`src/rtl/nfc_pkg.sv`:
```
// Shared types and command constants for the toggle-bit NOR sequencer.
// Assumes a 16-bit data path and word addressing on the flash side.
package nfc_pkg;

    typedef enum logic [1:0] {
        ST_OK      = 2'd0,
        ST_DEVFAIL = 2'd1,
        ST_TIMEOUT = 2'd2,
        ST_REJECT  = 2'd3
    } nfc_status_e;

    typedef enum logic [1:0] {
        FL_ABORT = 2'd0,
        FL_ERASE = 2'd1,
        FL_PROG  = 2'd2
    } nfc_flow_e;

    typedef enum logic [3:0] {
        S_BOOT  = 4'd0,
        S_IDLE  = 4'd1,
        S_SEQ   = 4'd2,
        S_DATA  = 4'd3,
        S_CONF  = 4'd4,
        S_WAIT3 = 4'd5,
        S_POLL1 = 4'd6,
        S_POLL2 = 4'd7,
        S_POLL3 = 4'd8
    } nfc_state_e;

    localparam logic [11:0] KEY_ADDR_A     = 12'h555;
    localparam logic [11:0] KEY_ADDR_B     = 12'h2AA;
    localparam logic [7:0]  KEY_DATA_A     = 8'hAA;
    localparam logic [7:0]  KEY_DATA_B     = 8'h55;
    localparam logic [7:0]  CMD_ERASE_ARM  = 8'h80;
    localparam logic [7:0]  CMD_ERASE_GO   = 8'h30;
    localparam logic [7:0]  CMD_BUF_LOAD   = 8'h25;
    localparam logic [7:0]  CMD_BUF_COMMIT = 8'h29;
    localparam logic [7:0]  CMD_ARRAY_RST  = 8'hF0;
    localparam logic [7:0]  MASK_ERASE     = 8'h20;
    localparam logic [7:0]  MASK_PROG      = 8'h22;
    localparam int          TOGGLE_BIT     = 6;
    localparam int          ERASE_ACK_BIT  = 3;

endpackage

```
`src/rtl/nfc_cmd_rom.sv`:
```
// Command step table: returns the address and data of a fixed write
// for a flow and a step index, and flags the final step of that flow.
// Assumes idx is held in range by the caller (it stops on 'last').
module nfc_cmd_rom
    import nfc_pkg::*;
#(
    parameter int AW = 24,
    parameter int DW = 16
) (
    input  nfc_flow_e         flow,
    input  logic [2:0]        idx,
    input  logic [AW-1:0]     sect_addr,
    input  logic [DW-1:0]     count_m1,
    output logic [AW-1:0]     cyc_addr,
    output logic [DW-1:0]     cyc_data,
    output logic              last
);

    localparam logic [AW-1:0] A_KEY1 = AW'(KEY_ADDR_A);
    localparam logic [AW-1:0] A_KEY2 = AW'(KEY_ADDR_B);

    // Decode one step; steps 0/1 of every flow and 3/4 of erase are key writes
    always_comb begin
        cyc_addr = A_KEY1;
        cyc_data = DW'(KEY_DATA_A);
        last     = 1'b0;
        unique case (flow)
            FL_ABORT: begin
                unique case (idx)
                    3'd0:    begin cyc_addr = A_KEY1; cyc_data = DW'(KEY_DATA_A); end
                    3'd1:    begin cyc_addr = A_KEY2; cyc_data = DW'(KEY_DATA_B); end
                    default: begin cyc_addr = A_KEY1; cyc_data = DW'(CMD_ARRAY_RST); last = 1'b1; end
                endcase
            end
            FL_ERASE: begin
                unique case (idx)
                    3'd0, 3'd3: begin cyc_addr = A_KEY1; cyc_data = DW'(KEY_DATA_A); end
                    3'd1, 3'd4: begin cyc_addr = A_KEY2; cyc_data = DW'(KEY_DATA_B); end
                    3'd2:       begin cyc_addr = A_KEY1; cyc_data = DW'(CMD_ERASE_ARM); end
                    default:    begin cyc_addr = sect_addr; cyc_data = DW'(CMD_ERASE_GO); last = 1'b1; end
                endcase
            end
            default: begin
                unique case (idx)
                    3'd0:    begin cyc_addr = A_KEY1; cyc_data = DW'(KEY_DATA_A); end
                    3'd1:    begin cyc_addr = A_KEY2; cyc_data = DW'(KEY_DATA_B); end
                    3'd2:    begin cyc_addr = sect_addr; cyc_data = DW'(CMD_BUF_LOAD); end
                    default: begin cyc_addr = sect_addr; cyc_data = count_m1; last = 1'b1; end
                endcase
            end
        endcase
    end

endmodule

```
`src/rtl/nfc_toggle_eval.sv`:
```
// Judges one three-read status poll: busy when the toggle bit flips
// on both adjacent pairs; a stop hit when busy and read one meets the mask.
// Assumes the three reads are consecutive reads of the same address.
module nfc_toggle_eval
    import nfc_pkg::*;
#(
    parameter int DW = 16
) (
    input  logic [DW-1:0] rd_a,
    input  logic [DW-1:0] rd_b,
    input  logic [DW-1:0] rd_c,
    input  logic [DW-1:0] stop_mask,
    output logic          busy,
    output logic          stop_hit
);

    logic [DW-1:0] flip_ab;
    logic [DW-1:0] flip_bc;

    // Per-bit change masks across the two read pairs
    always_comb begin
        flip_ab = rd_a ^ rd_b;
        flip_bc = rd_b ^ rd_c;
    end

    // Busy needs both pairs to change; error needs busy and a mask bit
    always_comb begin
        busy     = flip_ab[TOGGLE_BIT] & flip_bc[TOGGLE_BIT];
        stop_hit = busy & (|(rd_a & stop_mask));
    end

endmodule

```
`src/rtl/nfc_poll_guard.sv`:
```
// Bounded wait counter shared by the erase-ack wait and the toggle poll.
// 'last' is high on the LIMIT-th attempt since the last clear.
// Assumes LIMIT >= 2.
module nfc_poll_guard #(
    parameter int LIMIT = 4096
) (
    input  logic clk,
    input  logic rst_n,
    input  logic clr,
    input  logic step,
    output logic last
);

    localparam int GW = $clog2(LIMIT + 1);

    logic [GW-1:0] cnt;

    // Attempt counter: clear has priority over step
    always_ff @(posedge clk) begin
        if (!rst_n)      cnt <= '0;
        else if (clr)    cnt <= '0;
        else if (step)   cnt <= cnt + 1'b1;
    end

    // Flag the final permitted attempt
    always_comb last = (cnt == GW'(LIMIT - 1));

endmodule

```
`src/rtl/nfc_seq_ctrl.sv`:
```
// Toggle-bit NOR command sequencer (top). Takes one erase or buffered
// program request, writes the unlock and command cycles, polls for
// completion and writes an abort reset after any failure and once after
// reset. Assumes a single-cycle flash access port and DW >= 8.
module nfc_seq_ctrl
    import nfc_pkg::*;
#(
    parameter  int AW         = 24,
    parameter  int DW         = 16,
    parameter  int BUF_WORDS  = 16,
    parameter  int POLL_LIMIT = 4096,
    localparam int CW         = $clog2(BUF_WORDS + 1)
) (
    input  logic          clk,
    input  logic          rst_n,
    input  logic          op_valid,
    output logic          op_ready,
    input  logic          op_program,
    input  logic [AW-1:0] op_addr,
    input  logic [CW-1:0] op_count,
    input  logic [DW-1:0] wr_data,
    output logic          data_take,
    output logic          bus_en,
    output logic          bus_we,
    output logic [AW-1:0] bus_addr,
    output logic [DW-1:0] bus_wdata,
    input  logic [DW-1:0] bus_rdata,
    output logic          done,
    output logic [1:0]    status
);

    nfc_state_e    state;
    nfc_flow_e     flow;
    nfc_status_e   pend;
    nfc_status_e   st_q;
    logic [2:0]    idx;
    logic [AW-1:0] base_addr;
    logic [CW-1:0] cnt_m1;
    logic [CW-1:0] widx;
    logic          is_prog;
    logic          init_run;
    logic [DW-1:0] rd1;
    logic [DW-1:0] rd2;

    logic [AW-1:0] rom_addr;
    logic [DW-1:0] rom_data;
    logic          rom_last;
    logic          tog_busy;
    logic          tog_stop;
    logic          g_clr;
    logic          g_step;
    logic          g_last;
    logic [DW-1:0] stop_mask;
    logic          req_ok;
    logic          ack_seen;

    nfc_cmd_rom #(.AW(AW), .DW(DW)) u_rom (
        .flow      (flow),
        .idx       (idx),
        .sect_addr (base_addr),
        .count_m1  (DW'(cnt_m1)),
        .cyc_addr  (rom_addr),
        .cyc_data  (rom_data),
        .last      (rom_last)
    );

    nfc_toggle_eval #(.DW(DW)) u_tog (
        .rd_a      (rd1),
        .rd_b      (rd2),
        .rd_c      (bus_rdata),
        .stop_mask (stop_mask),
        .busy      (tog_busy),
        .stop_hit  (tog_stop)
    );

    nfc_poll_guard #(.LIMIT(POLL_LIMIT)) u_guard (
        .clk   (clk),
        .rst_n (rst_n),
        .clr   (g_clr),
        .step  (g_step),
        .last  (g_last)
    );

    // Request screening, stop mask choice and erase-ack detection
    always_comb begin
        req_ok    = (op_count != '0) && (op_count <= CW'(BUF_WORDS));
        stop_mask = is_prog ? DW'(MASK_PROG) : DW'(MASK_ERASE);
        ack_seen  = bus_rdata[ERASE_ACK_BIT];
    end

    // Guard control: restart at each wait phase, count failed attempts
    always_comb begin
        g_clr  = (state == S_SEQ && rom_last && flow == FL_ERASE)
               || (state == S_CONF)
               || (state == S_WAIT3 && ack_seen);
        g_step = (state == S_WAIT3 && !ack_seen)
               || (state == S_POLL3 && tog_busy && !tog_stop);
    end

    // Flash access port and client handshake decoded from the state
    always_comb begin
        bus_en    = 1'b0;
        bus_we    = 1'b0;
        bus_addr  = base_addr;
        bus_wdata = '0;
        data_take = 1'b0;
        unique case (state)
            S_SEQ: begin
                bus_en    = 1'b1;
                bus_we    = 1'b1;
                bus_addr  = rom_addr;
                bus_wdata = rom_data;
            end
            S_DATA: begin
                bus_en    = 1'b1;
                bus_we    = 1'b1;
                bus_addr  = base_addr + AW'(widx);
                bus_wdata = wr_data;
                data_take = 1'b1;
            end
            S_CONF: begin
                bus_en    = 1'b1;
                bus_we    = 1'b1;
                bus_wdata = DW'(CMD_BUF_COMMIT);
            end
            S_WAIT3, S_POLL1, S_POLL2, S_POLL3: begin
                bus_en    = 1'b1;
            end
            default: ;
        endcase
        op_ready = (state == S_IDLE);
        status   = st_q;
    end

    // Main sequencer: step through flows, poll, report and recover
    always_ff @(posedge clk) begin
        if (!rst_n) begin
            state     <= S_BOOT;
            flow      <= FL_ABORT;
            idx       <= '0;
            base_addr <= '0;
            cnt_m1    <= '0;
            widx      <= '0;
            is_prog   <= 1'b0;
            init_run  <= 1'b1;
            rd1       <= '0;
            rd2       <= '0;
            pend      <= ST_OK;
            done      <= 1'b0;
            st_q      <= ST_OK;
        end else begin
            done <= 1'b0;
            unique case (state)
                S_BOOT: begin
                    state <= S_SEQ;
                    flow  <= FL_ABORT;
                    idx   <= '0;
                end
                S_IDLE: begin
                    if (op_valid) begin
                        if (!req_ok) begin
                            done <= 1'b1;
                            st_q <= ST_REJECT;
                        end else begin
                            base_addr <= op_addr;
                            cnt_m1    <= op_count - 1'b1;
                            is_prog   <= op_program;
                            flow      <= op_program ? FL_PROG : FL_ERASE;
                            idx       <= '0;
                            state     <= S_SEQ;
                        end
                    end
                end
                S_SEQ: begin
                    if (!rom_last) begin
                        idx <= idx + 1'b1;
                    end else begin
                        unique case (flow)
                            FL_ABORT: begin
                                state    <= S_IDLE;
                                init_run <= 1'b0;
                                if (!init_run) begin
                                    done <= 1'b1;
                                    st_q <= pend;
                                end
                            end
                            FL_ERASE: state <= S_WAIT3;
                            default: begin
                                state <= S_DATA;
                                widx  <= '0;
                            end
                        endcase
                    end
                end
                S_DATA: begin
                    if (widx == cnt_m1) state <= S_CONF;
                    else                widx  <= widx + 1'b1;
                end
                S_CONF: state <= S_POLL1;
                S_WAIT3: begin
                    if (ack_seen) begin
                        state <= S_POLL1;
                    end else if (g_last) begin
                        state <= S_SEQ;
                        flow  <= FL_ABORT;
                        idx   <= '0;
                        pend  <= ST_TIMEOUT;
                    end
                end
                S_POLL1: begin
                    rd1   <= bus_rdata;
                    state <= S_POLL2;
                end
                S_POLL2: begin
                    rd2   <= bus_rdata;
                    state <= S_POLL3;
                end
                S_POLL3: begin
                    if (!tog_busy) begin
                        done  <= 1'b1;
                        st_q  <= ST_OK;
                        state <= S_IDLE;
                    end else if (tog_stop || g_last) begin
                        state <= S_SEQ;
                        flow  <= FL_ABORT;
                        idx   <= '0;
                        pend  <= tog_stop ? ST_DEVFAIL : ST_TIMEOUT;
                    end else begin
                        state <= S_POLL1;
                    end
                end
                default: state <= S_IDLE;
            endcase
        end
    end

endmodule

```
`config.mk`:
```
export PLATFORM = sky130hd
export DESIGN_NAME = nfc_seq_ctrl
export DESIGN_NICKNAME = d
export VERILOG_FILES = /design/src/rtl/nfc_pkg.sv /design/src/rtl/nfc_cmd_rom.sv /design/src/rtl/nfc_toggle_eval.sv /design/src/rtl/nfc_poll_guard.sv /design/src/rtl/nfc_seq_ctrl.sv
export SDC_FILE = /design/constraint.sdc
export NUM_CORES = 1
export LEC_CHECK = 0
export BUFFER_PORTS_ARGS = -buffer_cell sky130_fd_sc_hd__buf_2
export CORE_MARGIN = 5
export CORE_UTILIZATION = 50
export CTS_CLUSTER_DIAMETER = 80
export DETAILED_ROUTE_END_ITERATION = 10
export PLACE_DENSITY = 0.76
export RECOVER_POWER = 25
export SYNTH_ARGS = -nofsm -noshare
export SYNTH_HDL_FRONTEND = slang
export SYNTH_SLANG_ARGS = --single-unit
```
`constraint.sdc`:
```
create_clock -name clk -period 6 [get_ports clk]
set_input_delay 0.3 -clock clk [delete_from_list [all_inputs] [get_ports clk]]
set_output_delay 0.3 -clock clk [all_outputs]
set_load 0.01 [all_outputs]
```
---- Yosys cells after proc, flatten, opt, wreduce, memory -nomap -nowiden ----
Index checks and enable logic that the tools add are counted.
word-level totals
  logic and storage cells ................. 166
  bits of input ports ..................... 65
  register bits after elaboration ......... 86
operators by class
  equal/unequal tests ..................... 31
  add/subtract/negate cells ............... 5
  reduce and logical (&&, ||, !) cells .... 41
  bitwise gates (word level) .............. 6
  mux-type cells .......................... 68
  magnitude comparators ................... 1
operator list
  cell                                                               number
  24-bit one-hot mux with 2 select lines                             4
  16-bit one-hot mux with 3 select lines                             1
  8-bit one-hot mux with 3 select lines                              2
  2-bit two-way mux                                                  19
  4-bit one-hot mux with 9 select lines                              1
  16-bit one-hot mux with 2 select lines                             1
  3-bit two-way mux                                                  9
  24-bit by 5-bit adder with 24-bit output                           1
  4-bit two-way mux                                                  6
  2-bit inequality test, second input constant                       12
  16-bit by 6-bit AND with 16-bit output                             1
  4-bit by 3-bit == test with 1-bit output, second input constant    4
  8-bit one-hot mux with 2 select lines                              1
  16-bit OR reduction                                                1
  5-bit two-way mux                                                  3
  3-bit one-hot mux with 5 select lines                              1
  7-bit AND reduction                                                2
  7-bit XOR                                                          2
  13-bit by 1-bit adder with 13-bit output, second input constant    1
  13-bit by 12-bit == test with 1-bit output, second input constant  1
  1-bit two-way mux                                                  12
  11-bit two-way mux                                                 1
  5-bit one-hot mux with 2 select lines                              1
  5-bit AND reduction                                                2
  other kinds (39)                                                   63

---- Longest topological paths before layout ----
  depth after elaboration ................. 9
  mapped depth ............................ 9
  gate-level depth less buffers ........... 9

---- Cells and area by module ----
Synthesis repeated with hierarchy kept, for this count alone.
unflattened totals
  cell total of the unflattened synthesis .. 796
  area, all modules ....................... 6317.3 um^2
by module, submodules not included
  module           cells an instance  area each (um^2)  times used
  nfc_seq_ctrl     622                5016.1            1
  nfc_poll_guard   71                 648.1             1
  nfc_cmd_rom      88                 541.8             1
  nfc_toggle_eval  15                 111.4             1

---- Worst setup path after synthesis ----
Ideal clock, no wire load.
  kind .................................... register to output
  start point ............................. register widx[0]
  end point ............................... output bus_addr[8]
  path slack .............................. 3.434 ns
  stages on the path, launching flop included .. 9
  required time ........................... 5.700 ns
  buffers on the path ..................... 0
  arrival ................................. 2.266 ns
  cells stage by stage .................... dfxtp_1 ha_1 inv_1 fa_1 nor2b_1 o21ai_0 a21oi_1 nand2_1 o311ai_0
between the ends
  longest elaborated chain between the ends .. 2
ends and longest elaborated chain
  element                                   RTL line             RTL
  start: declaration                        nfc_seq_ctrl.sv:39   logic [CW-1:0] widx;
  start signal: assignment                  nfc_seq_ctrl.sv:197  else widx <= widx + 1'b1;
  24-bit by 5-bit adder with 24-bit output  nfc_seq_ctrl.sv:117  bus_addr = base_addr + AW'(widx);
  24-bit one-hot mux with 2 select lines    nfc_seq_ctrl.sv:107  unique case (state)
  end: declaration                          nfc_seq_ctrl.sv:25   output logic [AW-1:0] bus_addr,
Every way passes these cells.

---- Final worst setup path ----
  start point ............................. register state[1]
  end point ............................... output bus_addr[1]
between the ends
  longest elaborated chain between the ends .. 2
ends and longest elaborated chain
  element                                   RTL line             RTL
  start: declaration                        nfc_seq_ctrl.sv:32   nfc_state_e state;
  start signal: assignment                  nfc_seq_ctrl.sv:138  state <= S_BOOT;
  start signal: assignment                  nfc_seq_ctrl.sv:155  state <= S_SEQ;
  start signal: assignment                  nfc_seq_ctrl.sv:170  state <= S_SEQ;
  4-bit by 2-bit == test with 1-bit output  nfc_seq_ctrl.sv:107
  24-bit one-hot mux with 2 select lines *  nfc_seq_ctrl.sv:107
Every way passes the cells marked *; elsewhere a longest branch is shown, timed or not.

==> metrics.cfg <==
[run_status]
status=finished with violations
failed_checks=max-capacitance violations, max-slew violations

[detailed_routing]
met2_length_um=5947
ant_nets=0
drc=0
wl_met1_um=5546
dr_wl_met3_um=800
drt_iter0_markers=239
top_layer_used=met4
routed_wl_um=12650
drt_pass1_iterations=5
vias=4696
routedWlPerCell_um=15.95
vias_per_cell=5.922

[logic_synthesis]
synth_edf_count=0
synth_common_cells=nand2_1, dfxtp_1, a21oi_1, nor2_1, o21ai_0
ys.flop_type=dfxtp_1
async_reset_ff_share_pct=0
syn-cell-area_um2=4382
ys_types=66
syn_area_per_cell_um2=7.327
yosysTopAreaCell=dfxtp_1
synthXorXnorAreaFrac_pct=4.997
synth_seq_area_share_pct=30.61
synth.most_common_cell=nand2_1
synthDominantCellAreaShare_pct=30.61
ys_top_cells_by_area=dfxtp_1, nand2_1, a21oi_1
synth-simple-area-share_pct=26.78
synth-seq-cells=67
synth_top_family_by_area=simple AND/OR/NAND/NOR gates
synth_compound_area_share_pct=26.50
synth_adder_area_share_pct=4.455
netlist_instances=598
mappedNetlistNets=678
synthMuxAreaShare_pct=1.828
yosysWarnings=0

[worst_hold_path]
hold_class=in2reg
min_from=op_count[0]

[grt]
grtUsageTotal_pct=22.55
grt-ovfl-total=0
antenna_found_initial=0
grt_pass1_wl_um=20600
grt_max_degree=43
grt_pass1_vias=4336

[placed_design]
portBuffers=99
placedInstanceArea_um2=4917
dp_hpwl_um=9238
gp_congestion=0.8817

[final_layout]
multi_input_area_um2=2829
fillers=832
final_cell_area_um2=5115
drive_above_1_share_pct=17.96
nNetsFinal=760
syn2layout_area_growth_pct=16.73
seqCellArea_um2=1341
diodes=0

[cts]
ctsResizeCount=0
postCtsHoldBufs=0
clk_pin_slew_ns=0.08
post_cts_buffers=0
cts_tree=yes
root_buffer=clkbuf_8
cts_buffer_depth=2
clk_latency_ns=0.35
cts_htree_levels=3
cts_made_buffers=9
clkSinkCount=67

[sta]
fin_crit_sh_pct=57.49
finalSetupViolCount=0
slew_viol_final=36
hold_violations=0
setup-tns-final_ns=0
fin_crit_ns=3.449
holdWs_ns=0.1540
fmax_mhz=289.9
max_slew_margin_pct=-7.131
skew_ns=0.01177
rsz0062_at_grt=no
tightest_slew_ns=1.607

[setup_path]
critPathArrivalTime_ns=3.15
r2r-start=state[3]
crit_fanout=13
startpoint_type=register
cp-startpoint=state[1]
cp-end-kind=output pin
required_ns=5.70
criticalPathCategory=reg2out

[power_and_ir_drop]
power_w=0.001364
p_per_area_nw_per_um2=266.6
power_leakage_nw=1.979
ir_drop_v=0.0001305

[floorplanning]
die-area_um2=10740
die_w_um=103.6
die_h_um=103.6
initial_core_util_pct=50.74
io_pins=112
row_count=34
coreArea_um2=8636

[flow_run]
cap_violations=1

## per-stage QoR
step / instances / worst slack (ns) / utilization (%)
global route: 793 / 2.204 / 59.23
finish: 793 / 2.551 / 59.23
global placement: 777 / 3.007 / 56.94
CTS: 793 / 2.564 / 59.36
detailed placement: 777 / 2.951 / 56.94
floorplan: 598 / 3.434 / -
## layout make-up
cell class              count  share of cell area, %
clock inverters             6                  1.394
inverters                  23                  1.688
clock buffers              10                  2.691
well taps                 108                  2.642
multi-input cells         476                  55.31
repair buffers            103                  10.05
flip-flops and latches     67                  26.22
## cell families after synthesis
group / Yosys count
xor+xnor: 25
fa+ha+maj: 15
mux: 8
buf+inv: 55
simple gates: 248
flops: 67
compound gates: 180
## cell usage in the layout, fill, tap and decap left out, types with 3 or more instances in the layout
cell type,count
o31ai_1,11
o311ai_0,5
or2_2,3
nor4_1,7
nand3_1,37
o211ai_1,9
nor2_1,53
xor2_1,6
o21a_1,4
a31oi_1,7
ha_1,14
buf_4,3
and3_1,7
xnor2_1,19
nor2b_1,8
clkbuf_8,10
dfxtp_1,67
o2111ai_1,4
a21boi_0,4
mux2i_1,8
and4_1,3
a21oi_1,53
nand4_1,6
clkbuf_1,7
a211oi_1,10
nand2_1,91
and2_1,10
o21ai_0,41
inv_1,21
a21o_1,6
nor3_1,9
buf_2,93
## sequential cells by signal, indices dropped and copies added (netlist names)
register and cells:
done 1, pend 2, init_run 1, state 4
rd1 3, rd2 1, widx 5, base_addr 24
cnt_m1 5, flow 2, is_prog 1, status 2
idx 3, u_guard.cnt 13
## per-layer routing
layer	vias up	global-route usage, %
met2	178	37.16
met5	-	0
li1	2320	-
met1	2167	28.96
met4	0	9.560
met3	31	3.794
## worst max-delay path, cell delays in order (launching register included)
cell      delay, ns
dfxtp_1        0.57
or4b_2         0.82
nor2_1         0.52
o211ai_1       0.22
a21bo_2        0.26
a32oi_1        0.23
buf_2          0.19
## power breakdown
| group | internal [W] | switching [W] |
|---|---|---|
| registers | 0.000468 | 0.0000344 |
| clock network | 0.000208 | 0.000198 |
| logic | 0.000166 | 0.000289 |
## path summary, 6_finish.rpt
kind                               endpoint  slack, ns  cells after the start
worst min register to register    status[1]       0.46                      2
worst min-delay path              cnt_m1[0]       0.15                      2
worst max register to register     state[2]       2.86                      7
worst max-delay path            bus_addr[1]       2.55                      6
(Power assumes the default switching activity.)
